## src/rtl/lpc_host_pkg.sv

```systemverilog
`timescale 1ns/1ps
package lpc_host_pkg;
  typedef enum logic [3:0] {
    ST_IDLE, ST_START, ST_CTYP, ST_ADDR, ST_WDAT, ST_HTAR1, ST_HTAR2,
    ST_SYNC, ST_RDAT, ST_PTAR1, ST_PTAR2
  } phase_e;

  typedef enum logic [1:0] {
    CS_OK = 2'd0, CS_ERR = 2'd1, CS_PROTO = 2'd2, CS_TMO = 2'd3
  } cstat_e;

  localparam logic [3:0] SY_READY = 4'h0;
  localparam logic [3:0] SY_SHORT = 4'h5;
  localparam logic [3:0] SY_LONG  = 4'h6;
  localparam logic [3:0] SY_ERR   = 4'hA;
  localparam logic [3:0] SY_NONE  = 4'hF;

  typedef struct packed {
    logic        mem;
    logic        wr;
    logic [31:0] addr;
    logic [7:0]  wdata;
  } req_t;
endpackage

```

## src/rtl/lpc_host_tx.sv

```systemverilog
`timescale 1ns/1ps
module lpc_host_tx
  import lpc_host_pkg::*;
#(
  parameter int ADDR_NIBS = 8
) (
  input  phase_e      phase_i,
  input  logic [2:0]  nib_idx_i,
  input  req_t        rq_i,
  output logic        lframe_no,
  output logic [3:0]  lad_o,
  output logic        lad_oe_o
);
  logic [31:0] addr_al;
  logic [3:0]  addr_nib [ADDR_NIBS];

  // I/O addresses are left aligned so both spaces shift out from nibble 0
  assign addr_al = rq_i.mem ? rq_i.addr : {rq_i.addr[15:0], 16'h0000};

  for (genvar g = 0; g < ADDR_NIBS; g++) begin : g_nib
    assign addr_nib[g] = addr_al[31-4*g -: 4];
  end

  always_comb begin
    lframe_no = 1'b1;
    lad_o     = 4'h0;
    lad_oe_o  = 1'b0;
    case (phase_i)
      ST_START: begin lframe_no = 1'b0; lad_oe_o = 1'b1; end
      ST_CTYP:  begin lad_o = {1'b0, rq_i.mem, rq_i.wr, 1'b0}; lad_oe_o = 1'b1; end
      ST_ADDR:  begin lad_o = addr_nib[nib_idx_i]; lad_oe_o = 1'b1; end
      ST_WDAT:  begin
        lad_o    = nib_idx_i[0] ? rq_i.wdata[3:0] : rq_i.wdata[7:4];
        lad_oe_o = 1'b1;
      end
      ST_HTAR1: begin lad_o = 4'hF; lad_oe_o = 1'b1; end
      default:  ;
    endcase
  end
endmodule

```

## src/rtl/lpc_host_sync.sv

```systemverilog
`timescale 1ns/1ps
module lpc_host_sync
  import lpc_host_pkg::*;
#(
  parameter int SHORT_MAX   = 8,
  parameter int NORESP_CLKS = 3
) (
  input  logic       clk_i,
  input  logic       rst_ni,
  input  logic       active_i,
  input  logic [3:0] lad_i,
  output logic       hit_ok_o,
  output logic       hit_err_o,
  output logic       hit_proto_o,
  output logic       hit_tmo_o
);
  localparam int SC_W = $clog2(SHORT_MAX + 1);
  localparam int NR_W = $clog2(NORESP_CLKS + 1);

  logic [SC_W-1:0] short_cnt;
  logic [NR_W-1:0] idle_cnt;
  logic            seen;
  logic            short_full;

  assign short_full = (short_cnt == SC_W'(SHORT_MAX));

  always_comb begin
    hit_ok_o    = 1'b0;
    hit_err_o   = 1'b0;
    hit_proto_o = 1'b0;
    hit_tmo_o   = 1'b0;
    if (active_i) begin
      case (lad_i)
        SY_READY: hit_ok_o    = 1'b1;
        SY_ERR:   hit_err_o   = 1'b1;
        SY_SHORT: hit_proto_o = short_full;
        SY_LONG:  ;
        SY_NONE:  begin
          // a float after a real SYNC is a broken handshake, not silence
          if (seen) hit_proto_o = 1'b1;
          else      hit_tmo_o   = (idle_cnt == NR_W'(NORESP_CLKS - 1));
        end
        default:  hit_proto_o = 1'b1;
      endcase
    end
  end

  always_ff @(posedge clk_i or negedge rst_ni) begin
    if (!rst_ni) begin
      short_cnt <= '0;
      idle_cnt  <= '0;
      seen      <= 1'b0;
    end else if (!active_i) begin
      short_cnt <= '0;
      idle_cnt  <= '0;
      seen      <= 1'b0;
    end else begin
      seen      <= seen | (lad_i != SY_NONE);
      short_cnt <= (lad_i != SY_SHORT) ? '0 : (short_full ? short_cnt : short_cnt + 1'b1);
      if (lad_i == SY_NONE && idle_cnt != NR_W'(NORESP_CLKS)) idle_cnt <= idle_cnt + 1'b1;
    end
  end

  AST_SYNC_EXCL: assert property (@(posedge clk_i) disable iff (!rst_ni)
    $onehot0({hit_ok_o, hit_err_o, hit_proto_o, hit_tmo_o}));
  AST_SHORT_RUN: assert property (@(posedge clk_i) disable iff (!rst_ni)
    active_i && $past(active_i) && lad_i == SY_SHORT && !hit_proto_o |-> short_cnt != SC_W'(SHORT_MAX));
endmodule

```

## src/rtl/lpc_host_init.sv

```systemverilog
`timescale 1ns/1ps
module lpc_host_init
  import lpc_host_pkg::*;
#(
  parameter int SHORT_MAX   = 8,
  parameter int NORESP_CLKS = 3
) (
  input  logic        clk_i,
  input  logic        rst_ni,
  input  logic        req_valid_i,
  input  logic        req_mem_i,
  input  logic        req_write_i,
  input  logic [31:0] req_addr_i,
  input  logic [7:0]  req_wdata_i,
  output logic        req_ready_o,
  output logic        lframe_no,
  output logic [3:0]  lad_o,
  output logic        lad_oe_o,
  input  logic [3:0]  lad_i,
  output logic        done_o,
  output logic [1:0]  status_o,
  output logic [7:0]  rdata_o
);
  phase_e     phase;
  req_t       rq;
  logic [2:0] nib_cnt;
  logic [2:0] addr_last;
  cstat_e     status_q;
  logic [7:0] rdata_q;
  logic       done_q;
  logic       hit_ok, hit_err, hit_proto, hit_tmo;

  assign addr_last   = rq.mem ? 3'd7 : 3'd3;
  assign req_ready_o = (phase == ST_IDLE);
  assign done_o      = done_q;
  assign status_o    = status_q;
  assign rdata_o     = rdata_q;

  lpc_host_tx #(.ADDR_NIBS(8)) u_tx (
    .phase_i   (phase),
    .nib_idx_i (nib_cnt),
    .rq_i      (rq),
    .lframe_no (lframe_no),
    .lad_o     (lad_o),
    .lad_oe_o  (lad_oe_o)
  );

  lpc_host_sync #(.SHORT_MAX(SHORT_MAX), .NORESP_CLKS(NORESP_CLKS)) u_sync (
    .clk_i       (clk_i),
    .rst_ni      (rst_ni),
    .active_i    (phase == ST_SYNC),
    .lad_i       (lad_i),
    .hit_ok_o    (hit_ok),
    .hit_err_o   (hit_err),
    .hit_proto_o (hit_proto),
    .hit_tmo_o   (hit_tmo)
  );

  always_ff @(posedge clk_i or negedge rst_ni) begin
    if (!rst_ni) begin
      phase    <= ST_IDLE;
      rq       <= '0;
      nib_cnt  <= '0;
      status_q <= CS_OK;
      rdata_q  <= 8'hFF;
      done_q   <= 1'b0;
    end else begin
      done_q <= (phase == ST_PTAR2);
      case (phase)
        ST_IDLE: if (req_valid_i) begin
          rq.mem   <= req_mem_i;
          rq.wr    <= req_write_i;
          rq.addr  <= req_addr_i;
          rq.wdata <= req_wdata_i;
          status_q <= CS_OK;
          rdata_q  <= 8'hFF;
          phase    <= ST_START;
        end
        ST_START: phase <= ST_CTYP;
        ST_CTYP:  begin nib_cnt <= '0; phase <= ST_ADDR; end
        ST_ADDR:  begin
          if (nib_cnt == addr_last) begin
            nib_cnt <= '0;
            phase   <= rq.wr ? ST_WDAT : ST_HTAR1;
          end else nib_cnt <= nib_cnt + 1'b1;
        end
        ST_WDAT:  begin
          if (nib_cnt[0]) begin nib_cnt <= '0; phase <= ST_HTAR1; end
          else nib_cnt <= nib_cnt + 1'b1;
        end
        ST_HTAR1: phase <= ST_HTAR2;
        ST_HTAR2: phase <= ST_SYNC;
        ST_SYNC:  begin
          if (hit_ok || hit_err) begin
            status_q <= hit_err ? CS_ERR : CS_OK;
            nib_cnt  <= '0;
            phase    <= rq.wr ? ST_PTAR1 : ST_RDAT;
          end else if (hit_proto) begin
            status_q <= CS_PROTO;
            phase    <= ST_PTAR1;
          end else if (hit_tmo) begin
            status_q <= CS_TMO;
            phase    <= ST_PTAR1;
          end
        end
        ST_RDAT:  begin
          if (nib_cnt[0]) begin
            rdata_q[3:0] <= lad_i;
            nib_cnt      <= '0;
            phase        <= ST_PTAR1;
          end else begin
            rdata_q[7:4] <= lad_i;
            nib_cnt      <= 3'd1;
          end
        end
        ST_PTAR1: phase <= ST_PTAR2;
        ST_PTAR2: phase <= ST_IDLE;
        default:  phase <= ST_IDLE;
      endcase
    end
  end

  AST_IDLE_QUIET: assert property (@(posedge clk_i) disable iff (!rst_ni)
    req_ready_o |-> lframe_no && !lad_oe_o && !done_o || done_o && lframe_no && !lad_oe_o);
  AST_START_ONE: assert property (@(posedge clk_i) disable iff (!rst_ni)
    !lframe_no |=> lframe_no);
  AST_START_LAD: assert property (@(posedge clk_i) disable iff (!rst_ni)
    !lframe_no |-> lad_oe_o && lad_o == 4'h0);
  AST_SYNC_RELEASED: assert property (@(posedge clk_i) disable iff (!rst_ni)
    phase == ST_SYNC || phase == ST_RDAT || phase == ST_PTAR1 || phase == ST_PTAR2 |-> !lad_oe_o);
  AST_DONE_PULSE: assert property (@(posedge clk_i) disable iff (!rst_ni)
    done_o |=> !done_o);
  AST_TMO_DATA: assert property (@(posedge clk_i) disable iff (!rst_ni)
    done_o && status_o == 2'd3 |-> rdata_o == 8'hFF);
  AST_BUSY_HOLD: assert property (@(posedge clk_i) disable iff (!rst_ni)
    !req_ready_o && req_valid_i && phase != ST_PTAR2 |=> !req_ready_o);
endmodule

```

## config.mk

```make
export PLATFORM = sky130hd
export DESIGN_NAME = lpc_host_init
export DESIGN_NICKNAME = d
export VERILOG_FILES = /design/src/rtl/lpc_host_pkg.sv /design/src/rtl/lpc_host_tx.sv /design/src/rtl/lpc_host_sync.sv /design/src/rtl/lpc_host_init.sv
export SDC_FILE = /design/constraint.sdc
export NUM_CORES = 1
export LEC_CHECK = 0
export BUFFER_PORTS_ARGS = -buffer_cell sky130_fd_sc_hd__buf_4
export CAP_MARGIN = 20
export CORE_MARGIN = 10
export CORE_UTILIZATION = 33
export DETAILED_ROUTE_END_ITERATION = 10
export HOLD_SLACK_MARGIN = 0.08
export PLACE_DENSITY = 0.56
export SYNTH_ARGS = -nofsm -noshare
export SYNTH_HDL_FRONTEND = slang
export SYNTH_HIERARCHICAL = 1
export SYNTH_SLANG_ARGS = --single-unit
```

## constraint.sdc

```tcl
create_clock -name clk_i -period 2.28 [get_ports clk_i]
set_input_delay 0.342 -clock clk_i [delete_from_list [all_inputs] [get_ports clk_i]]
set_output_delay 0.342 -clock clk_i [all_outputs]
set_load 0.1 [all_outputs]
```

==> results.toml, run 1 <==
[clock_network]
cts_root_buf = "clkbuf_8"
cts_made_buffers = 9
cts_tree = "done"
clk_latency_ns = 0.35
htreeDepth = 3
clockBufferDepth = 2
clk_pin_slew_ns = 0.08
cts_sinks = 67

[sta]
hold_viol_final = 0
fmax_ghz = 0.422
min_period_ns = 2.37
hold_ws_ns = 0.217
post-route-period-util = 1.04
finalWorstSetupSlack_ns = -0.0900
setup_violations = 3
rsz0062_at_grt = "true"
worstMarginPinSlew_ns = 0.481
slew-limit-headroom = 0.679
skew_ns = 0.00746
maxSlewViolCount = 0
setup_tns_ns = -0.207

[yosys]
syn-num-nets = 361
synthMuxAreaShare = 0.220
syn_inst = 306
ys_types = 55
synth_fa_ha_area_frac = 0.0204
synth_top_cells_by_count = "59 x dfrtp_1, 38 x mux2_4, 25 x nor2_1, 18 x a21oi_1, 16 x o21ai_0"
synth_flop_cell = "dfrtp_1"
synth_xor_xnor_area_share = 0.00954
synth_top_area_cell = "dfrtp_1"
synthTopCellsByArea = "dfrtp_1 40%, mux2_4 16%, dfstp_2 5.7%"
syn_area_mm2 = 0.00367
synth_top_area_frac = 0.402
synth_edf_count = 0
yosysWarnings = 6
syn_area_per_cell_um2 = 12.0
synth-simple-area-share = 0.124
synth_compound_area_frac = 0.121
synth_top_family_by_area = "multiplexers"
ys_ff_latch = 67
synthArstFlopShare = 1.00
synth.most_common_cell = "dfrtp_1"
ys_seq_area_frac = 0.459

[placed_design]
dp_cells = 509
port-buffer-count = 66
place_congestion = 0.763
dpl.hpwl_um = 6590

[die]
fp.dieW_um = 125
ios = 67
placementRows = 38
chipHeight_um = 125
dieArea_mm2 = 0.0157
coreArea_mm2 = 0.0109
start_util = 0.337

[hold_path]
worstHoldStart = "req_wdata_i[0]"
min_path_type = "input port to register"

[setup_path]
crit_path_end_kind = "primary output"
worst-path-max-fanout = 5
crit_start = "nib_cnt[0]$_DFFE_PN0P_"
slowest_stage = "mux4_2"
cp.arrival_ns = 2.03
crit_type = "register to primary output"
crit_buf_inv = 2
crit_required_ns = 1.94
crit_top_cell = "buf_12"
critPathLaunchType = "register"
r2r-start = "phase[0]$_DFFE_PN0P_"
cp_top_family = "multiplexers"
path_cells = "buf_12 > mux4_2 > o21ai_2 > a21oi_1 > a211o_1 > buf_12"
critPathMaxStageDelay_ns = 0.51

[grt]
antenna_found_initial = 0
grt_max_degree = 68
grt_pass1_wl_um = 15000
track_usage = 0.115
grt.overflow.total = 0
grt_pass1_vias = 2821

[power_and_ir_drop]
p_per_area_mw_per_mm2 = 1540
power_mw = 7.30
p_sw_frac = 0.442
pwr-share-clk = 0.141
p_int_mw = 4.07
leakagePower_nw = 2.21
vdd_drop_max_mv = 1.10
pwr-share-comb = 0.564
power.share.sequential = 0.295
switching_power_mw = 3.22

[detailed_routing]
routed_wl_um = 9250
wire_per_inst_um = 17.4
vias = 2672
ant_nets = 0
drcViolationCount = 0
vias_per_cell = 5.03
first_iter_violations = 141
drtPass1Iterations = 4

[job]
cap_viol_max_count = 0

[outcome]
violations = "negative setup slack"
status = "finished, violations left"

[layout]
num_antenna_cells = 0
final_cells = 531
nets = 441
layout-drive-gt1-share = 0.448
flow.area_growth_from_synthesis_pct = 28.7
[registers in the layout, indices dropped and copies added, names as in the netlist]
signal / count
status_o: 2
rq: 42
rdata_o: 8
phase: 4
nib_cnt: 3
u_sync/seen: 1
done_o: 1
u_sync/short_cnt: 4
u_sync/idle_cnt: 2
[worst paths after layout]
kind	to	slack (ns)	cells past startpoint
max in group asynchronous	rdata_o[3]$_DFFE_PN1P_	1.43	3
worst min-delay path	rq[0]$_DFFE_PN0P_	0.22	2
min in group asynchronous	u_sync/short_cnt[1]$_DFFE_PN0P_	0.53	3
worst max-delay path	lad_o[2]	-0.09	6
worst max register to register	phase[0]$_DFFE_PN0P_	0.26	8
worst min register to register	u_sync/seen$_DFF_PN0_	0.51	2
[area by class of cell]
cell class / instances / area [um2]
fillers: 1031 / 6160
multi-input cells: 209 / 1850
flip-flops and latches: 67 / 1690
repair buffers: 84 / 746
well taps: 140 / 175
clock buffers: 11 / 141
clock inverters: 5 / 62.6
inverters: 15 / 56.3
[what timing repair did]
action | CTS | global route
cloned | 2 | 0
gates resized for setup | 11 | 8
setup endpoints to repair | 4 | 4
hold buffers | 1 | 0
endpoints found under the hold margin | 59 | 0
buffers inserted | 4 | 0
pin swaps | 1 | 1
[cell families (layout without fill, tap and decap cells)]
family / count (synthesis) / count (layout)
compound gates: 69 / 69
xor+xnor: 4 / 4
fa+ha+maj: 6 / 6
buf+inv: 30 / 115
flops: 67 / 67
mux: 51 / 51
simple gates: 79 / 79
[power groups by stage]
stage / Combinational (mW) / Sequential (mW) / Clock (mW)
2_1_floorplan: 2.57 / 2.52 / 0
3_3_place_gp: 3.70 / 2.16 / 0
3_5_place_dp: 3.75 / 2.16 / 0
4_1_cts: 4.09 / 2.16 / 1.06
5_1_grt: 4.35 / 2.22 / 1.11
6_report: 4.11 / 2.16 / 1.03
[routing by layer]
metal / GRT usage / vias to the layer above / wire (um)
met1: 0.149 / 1309 / 4290
met4: 0.0264 / 0 / 38
met2: 0.178 / 75 / 4330
met5: 0 / - / 0
li1: - / 1281 / -
met3: 0.0414 / 7 / 600
[cell usage in the layout, fill, tap and decap left out, types with 3 or more instances in the layout]
cell type	instances
a211oi_1	5
a21oi_1	16
a31oi_1	4
buf_12	7
buf_4	75
clkbuf_8	10
dfrtp_1	55
dfrtp_2	4
dfstp_2	8
ha_1	6
inv_1	15
mux2_2	4
mux2_4	38
mux4_2	7
nand2_1	10
nand3_1	7
nand3b_1	7
nor2_1	25
nor2b_1	7
nor3_1	6
o21a_1	3
o21ai_0	15
o22a_1	3
xnor2_1	3
[through the flow]
stage          utilization  cell area [um2]  setup WS [ns]
4_1_cts              0.434             4720         -0.108
3_5_place_dp         0.401             4370          0.163
2_1_floorplan            -             3700         -0.201
3_3_place_gp         0.401             4370          0.184
5_1_grt              0.434             4730         -0.162
6_report             0.434             4730        -0.0900
Note: power is estimated with default switching activity, not from simulation.
==> run 2: changes to the inputs <==
--- a/config.mk
+++ b/config.mk
@@ -8,10 +8,10 @@
 export BUFFER_PORTS_ARGS = -buffer_cell sky130_fd_sc_hd__buf_4
 export CAP_MARGIN = 20
 export CORE_MARGIN = 10
-export CORE_UTILIZATION = 33
+export CORE_UTILIZATION = 56
 export DETAILED_ROUTE_END_ITERATION = 10
 export HOLD_SLACK_MARGIN = 0.08
-export PLACE_DENSITY = 0.56
+export PLACE_DENSITY = 0.84
 export SYNTH_ARGS = -nofsm -noshare
 export SYNTH_HDL_FRONTEND = slang
 export SYNTH_HIERARCHICAL = 1
==> results.toml, run 2 (synthesis results as in run 1) <==
[outcome]
status = "finished, violations left"
violations = "negative setup slack"

[grt]
grt_max_degree = 68
grt_pass1_vias = 2896
grt.overflow.total = 0
grt_pass1_wl_um = 14400
antenna_found_initial = 0
track_usage = 0.178

[layout]
nets = 435
layout_commonest_cell = "buf_4"
flow.area_growth_from_synthesis_pct = 26.1
num_antenna_cells = 0
finish.instance_area_mm2 = 0.00463
fillerInstances = 438
top_register = "rq"
layout-drive-gt1-share = 0.436
mostFrequentLayoutCells = "71 x buf_4, 56 x dfrtp_1, 38 x mux2_4"
largest_reg_flops = 42

[sta]
hold_ws_ns = 0.0840
setup_violations = 4
worstMarginPinSlew_ns = 0.828
min_period_ns = 2.42
hold_viol_final = 0
rsz0062_at_grt = "true"
slew-limit-headroom = 0.448
fmax_ghz = 0.413
finalWorstSetupSlack_ns = -0.141
setup_tns_ns = -0.450
post-route-period-util = 1.06
maxSlewViolCount = 0
skew_ns = 0.00623

[die]
ios = 67
fp.dieW_um = 101
chipHeight_um = 101
start_util = 0.578
coreArea_mm2 = 0.00635
dieArea_mm2 = 0.0102
placementRows = 29

[setup_path]
regToRegSetupSlack_ns = 0.17
slowest_stage = "mux4_2"
critPathLaunchType = "register"
r2r-end = "phase[0]$_DFFE_PN0P_"
r2r-start = "phase[0]$_DFFE_PN0P_"
path_cells = "buf_12 > mux4_2 > o21ai_2 > a21oi_1 > a211o_1 > buf_12"
crit_top_cell = "buf_12"
crit_required_ns = 1.94
critPathMaxStageDelay_ns = 0.51
worst-path-max-fanout = 10
cp.arrival_ns = 2.08
crit_path_end_kind = "primary output"
crit_type = "register to primary output"
r2r_cells = 8

[power_and_ir_drop]
p_per_area_mw_per_mm2 = 1620
vdd_drop_max_mv = 1.26
leakagePower_nw = 2.21

[detailed_routing]
drcViolationCount = 0
wire_per_inst_um = 19.1
drtPass1Iterations = 5
vias_per_cell = 5.81
ant_nets = 0
first_iter_violations = 168
routed_wl_um = 8840
vias = 2683

[clock_network]
htreeDepth = 3
cts_root_buf = "clkbuf_8"
cts_made_buffers = 9
cts_sinks = 67
cts_tree = "done"
clk_latency_ns = 0.36
clk_pin_slew_ns = 0.07
holdBufCountCts = 0
clockBufferDepth = 2

[placed_design]
place_area_mm2 = 0.00427
dpl.hpwl_um = 5880
place_ws_ns = 0.185
place_congestion = 0.843
port-buffer-count = 66

[job]
cap_viol_max_count = 0

[hold_path]
min_path_type = "input port to asynchronous set/reset pin"
run 2: layout make-up:
type | count | area [um2] | area share
clock buffer | 10 | 138 | 0.0297
clock inverter | 6 | 136 | 0.0294
inverter | 15 | 56.3 | 0.0122
multi-input combinational | 209 | 1840 | 0.398
sequential | 67 | 1690 | 0.365
tap | 77 | 96.3 | 0.0208
timing repair buffer | 78 | 672 | 0.145
run 2: critical path: cells and delay by family, from the launching register on:
| kind | cells | cell delay [ns] |
|---|---|---|
| flip-flops | 1 | 0.41 |
| buffers and inverters | 2 | 0.34 |
| AO/OA/AOI/OAI | 3 | 0.44 |
| multiplexers | 1 | 0.51 |
run 2: worst max path at each step:
stage | end | slack, ns | cells after the start | from
4_1_cts | lad_o[2] | -0.12 | 6 | nib_cnt[0]$_DFFE_PN0P_
2_1_floorplan | rq[0]$_DFFE_PN0P_ | -0.20 | 4 | phase[1]$_DFFE_PN0P_
5_1_grt | lad_o[1] | -0.21 | 6 | nib_cnt[0]$_DFFE_PN0P_
3_5_place_dp | lad_o[2] | 0.18 | 6 | nib_cnt[0]$_DFFE_PN0P_
3_3_place_gp | lad_o[2] | 0.21 | 6 | nib_cnt[0]$_DFFE_PN0P_
6_report | lad_o[2] | -0.14 | 6 | nib_cnt[0]$_DFFE_PN0P_
run 2: per-layer routing:
layer  vias up  routed length, um  track usage  part of all wire
met5         -                  0            0                 0
met4         0                263       0.0975             0.030
met3        22                570       0.0521             0.064
met2        94               4500        0.286              0.51
met1      1302               3510        0.210              0.40
li1       1265                  -            -                 -
run 2: repair_timing:
item                       4_1_cts  5_1_grt
gates cloned                     1        0
buffers inserted                 2        0
setup endpoints to repair        4        4
pin swaps                        1        0
gates resized for setup         10        1
run 2: power by group:
| part | switching (mW) | internal (mW) |
|---|---|---|
| clock | 0.478 | 0.868 |
| combinational | 2.30 | 1.69 |
| sequential | 0.423 | 1.74 |
| total | 3.20 | 4.30 |
run 2: stage by stage:
stage,utilization,total power [mW],cells
global route,0.729,7.86,462
CTS,0.729,7.49,462
floorplan,-,5.09,306
detailed placement,0.672,5.85,443
finish,0.729,7.50,462
global placement,0.672,5.76,443
==> run 3: changes to the inputs <==
--- a/config.mk
+++ b/config.mk
@@ -7,6 +7,7 @@
 export LEC_CHECK = 0
 export BUFFER_PORTS_ARGS = -buffer_cell sky130_fd_sc_hd__buf_4
 export CAP_MARGIN = 20
+export CORE_ASPECT_RATIO = 1.25
 export CORE_MARGIN = 10
 export CORE_UTILIZATION = 56
 export DETAILED_ROUTE_END_ITERATION = 10
==> constraint.sdc (replaced) <==
create_clock -name clk_i -period 2.28 [get_ports clk_i]
set_input_delay 0.342 -clock clk_i [delete_from_list [all_inputs] [get_ports clk_i]]
set_output_delay 0.342 -clock clk_i [all_outputs]
set_load 0.01 [all_outputs]
==> results.toml, run 3 (synthesis results as in run 1) <==
[outcome]
status = "finished, violations left"
violations = "negative setup slack"

[setup_path]
worst-path-max-fanout = 5
cp.arrival_ns = 1.97
crit_required_ns = 1.94
critPathLaunchType = "register"
crit_type = "register to primary output"
regToRegSetupSlack_ns = 0.27
crit_path_end_kind = "primary output"

[die]
coreArea_mm2 = 0.00629
ios = 67
dieArea_mm2 = 0.0102
fp.dieW_um = 92.4
start_util = 0.584
chipHeight_um = 111
placementRows = 32

[layout]
flow.area_growth_from_synthesis_pct = 24.2
top_register = "rq"
mostFrequentLayoutCells = "76 x buf_4, 58 x dfrtp_1, 38 x mux2_4"
final_cells = 473
nets = 438
layout-drive-gt1-share = 0.433
finish.instance_area_mm2 = 0.00456
num_antenna_cells = 0
layout_commonest_cell = "buf_4"
largest_reg_flops = 42
fillerInstances = 460
fin_util = 0.726

[placed_design]
port-buffer-count = 66
place_area_mm2 = 0.00424
place_congestion = 0.815
dpl.hpwl_um = 6140
dp_cells = 451

[sta]
slew-limit-headroom = 0.441
hold_viol_final = 0
rsz0062_at_grt = "true"
maxSlewViolCount = 0
finalWorstSetupSlack_ns = -0.0356
setup_violations = 4
worstMarginPinSlew_ns = 0.839
hold_ws_ns = 0.0784
post-route-period-util = 1.02
skew_ns = 0.00562
min_period_ns = 2.32
fmax_ghz = 0.432

[power_and_ir_drop]
vdd_drop_max_mv = 0.924
p_per_area_mw_per_mm2 = 1330
leakagePower_nw = 2.18

[clock_network]
htreeDepth = 3
clk_latency_ns = 0.35
cts_root_buf = "clkbuf_8"
cts_tree = "done"
cts_made_buffers = 9
cts_sinks = 67
clk_pin_slew_ns = 0.08
clockBufferDepth = 2

[detailed_routing]
ant_nets = 0
vias_per_cell = 5.79
drcViolationCount = 0
first_iter_violations = 172
wire_per_inst_um = 18.5
vias = 2741
drtPass1Iterations = 4
routed_wl_um = 8750

[hold_path]
min_path_type = "input port to asynchronous set/reset pin"

[grt]
grt_max_degree = 68
grt_pass1_wl_um = 14400
track_usage = 0.171
antenna_found_initial = 0
grt_pass1_vias = 2944
grt.overflow.total = 0

[job]
cap_viol_max_count = 0
## run 3: cell types whose count changed in the layout (fill, tap and decap cells not counted), moves of 2 or more
| cell | change |
|---|---|
| clkbuf_1 | +2 |
| o22ai_1 | +2 |
| clkinv_2 | +2 |
| dfrtp_2 | -2 |
| dfrtp_1 | +2 |
| bufinv_16 | -2 |
| buf_4 | +5 |
| buf_12 | -3 |
| o22ai_2 | -2 |
## run 3: where the power goes
group	internal, mW	total, mW	switching, mW
combinational	1.63	2.84	1.21
sequential	1.73	2.13	0.394
clock	0.613	1.08	0.468
## run 3: final timing paths
path                                         from                              end  cells after the start
setup / recovery           nib_cnt[0]$_DFFE_PN0P_                         lad_o[1]                      6
hold / removal                             rst_ni  u_sync/short_cnt[3]$_DFFE_PN0P_                      1
setup reg to reg             phase[3]$_DFFE_PN0P_             phase[0]$_DFFE_PN0P_                      7
hold reg to reg                rq[11]$_DFFE_PN0P_               rq[11]$_DFFE_PN0P_                      1
max in group asynchronous                  rst_ni           nib_cnt[0]$_DFFE_PN0P_                      1
min in group clk_i                  req_addr_i[0]                rq[8]$_DFFE_PN0P_                      2
## run 3: through the flow
step	total power [mW]	setup slack, ns	TNS (ns)
CTS	5.96	-0.0572	-0.159
global placement	4.60	0.252	0
floorplan	3.94	0.198	0
global route	6.41	-0.106	-0.312
finish	6.05	-0.0356	-0.0838
detailed placement	4.72	0.230	0
## run 3: cell type report
| type | instances | area, um2 | area share |
|---|---|---|---|
| timing repair buffer | 81 | 671 | 0.147 |
| inverter | 15 | 56.3 | 0.0123 |
| tap | 85 | 106 | 0.0233 |
| sequential | 67 | 1690 | 0.370 |
| clock buffer | 11 | 131 | 0.0288 |
| multi-input combinational | 209 | 1830 | 0.402 |
| clock inverter | 5 | 77.6 | 0.0170 |
## run 3: repair_timing
action	CTS	global route
pin swaps	0	3
setup buffers	4	0
hold buffers	0	0
gates resized for setup	4	6
gates cloned	1	1
endpoints found under the setup margin	4	4
## run 3: metal layers
metal,routed length [um],part of all wire,GRT usage
met3,525,0.060,0.0616
met5,0,0,0
met4,187,0.021,0.0595
met2,4450,0.51,0.280
met1,3590,0.41,0.201
## run 3: worst max-delay path: stages, from the launching register on
cell	delay, ns
dfrtp_2	0.44
clkbuf_16	0.17
mux4_2	0.50
nand2_2	0.09
a21oi_2	0.06
a211o_1	0.24
buf_6	0.12
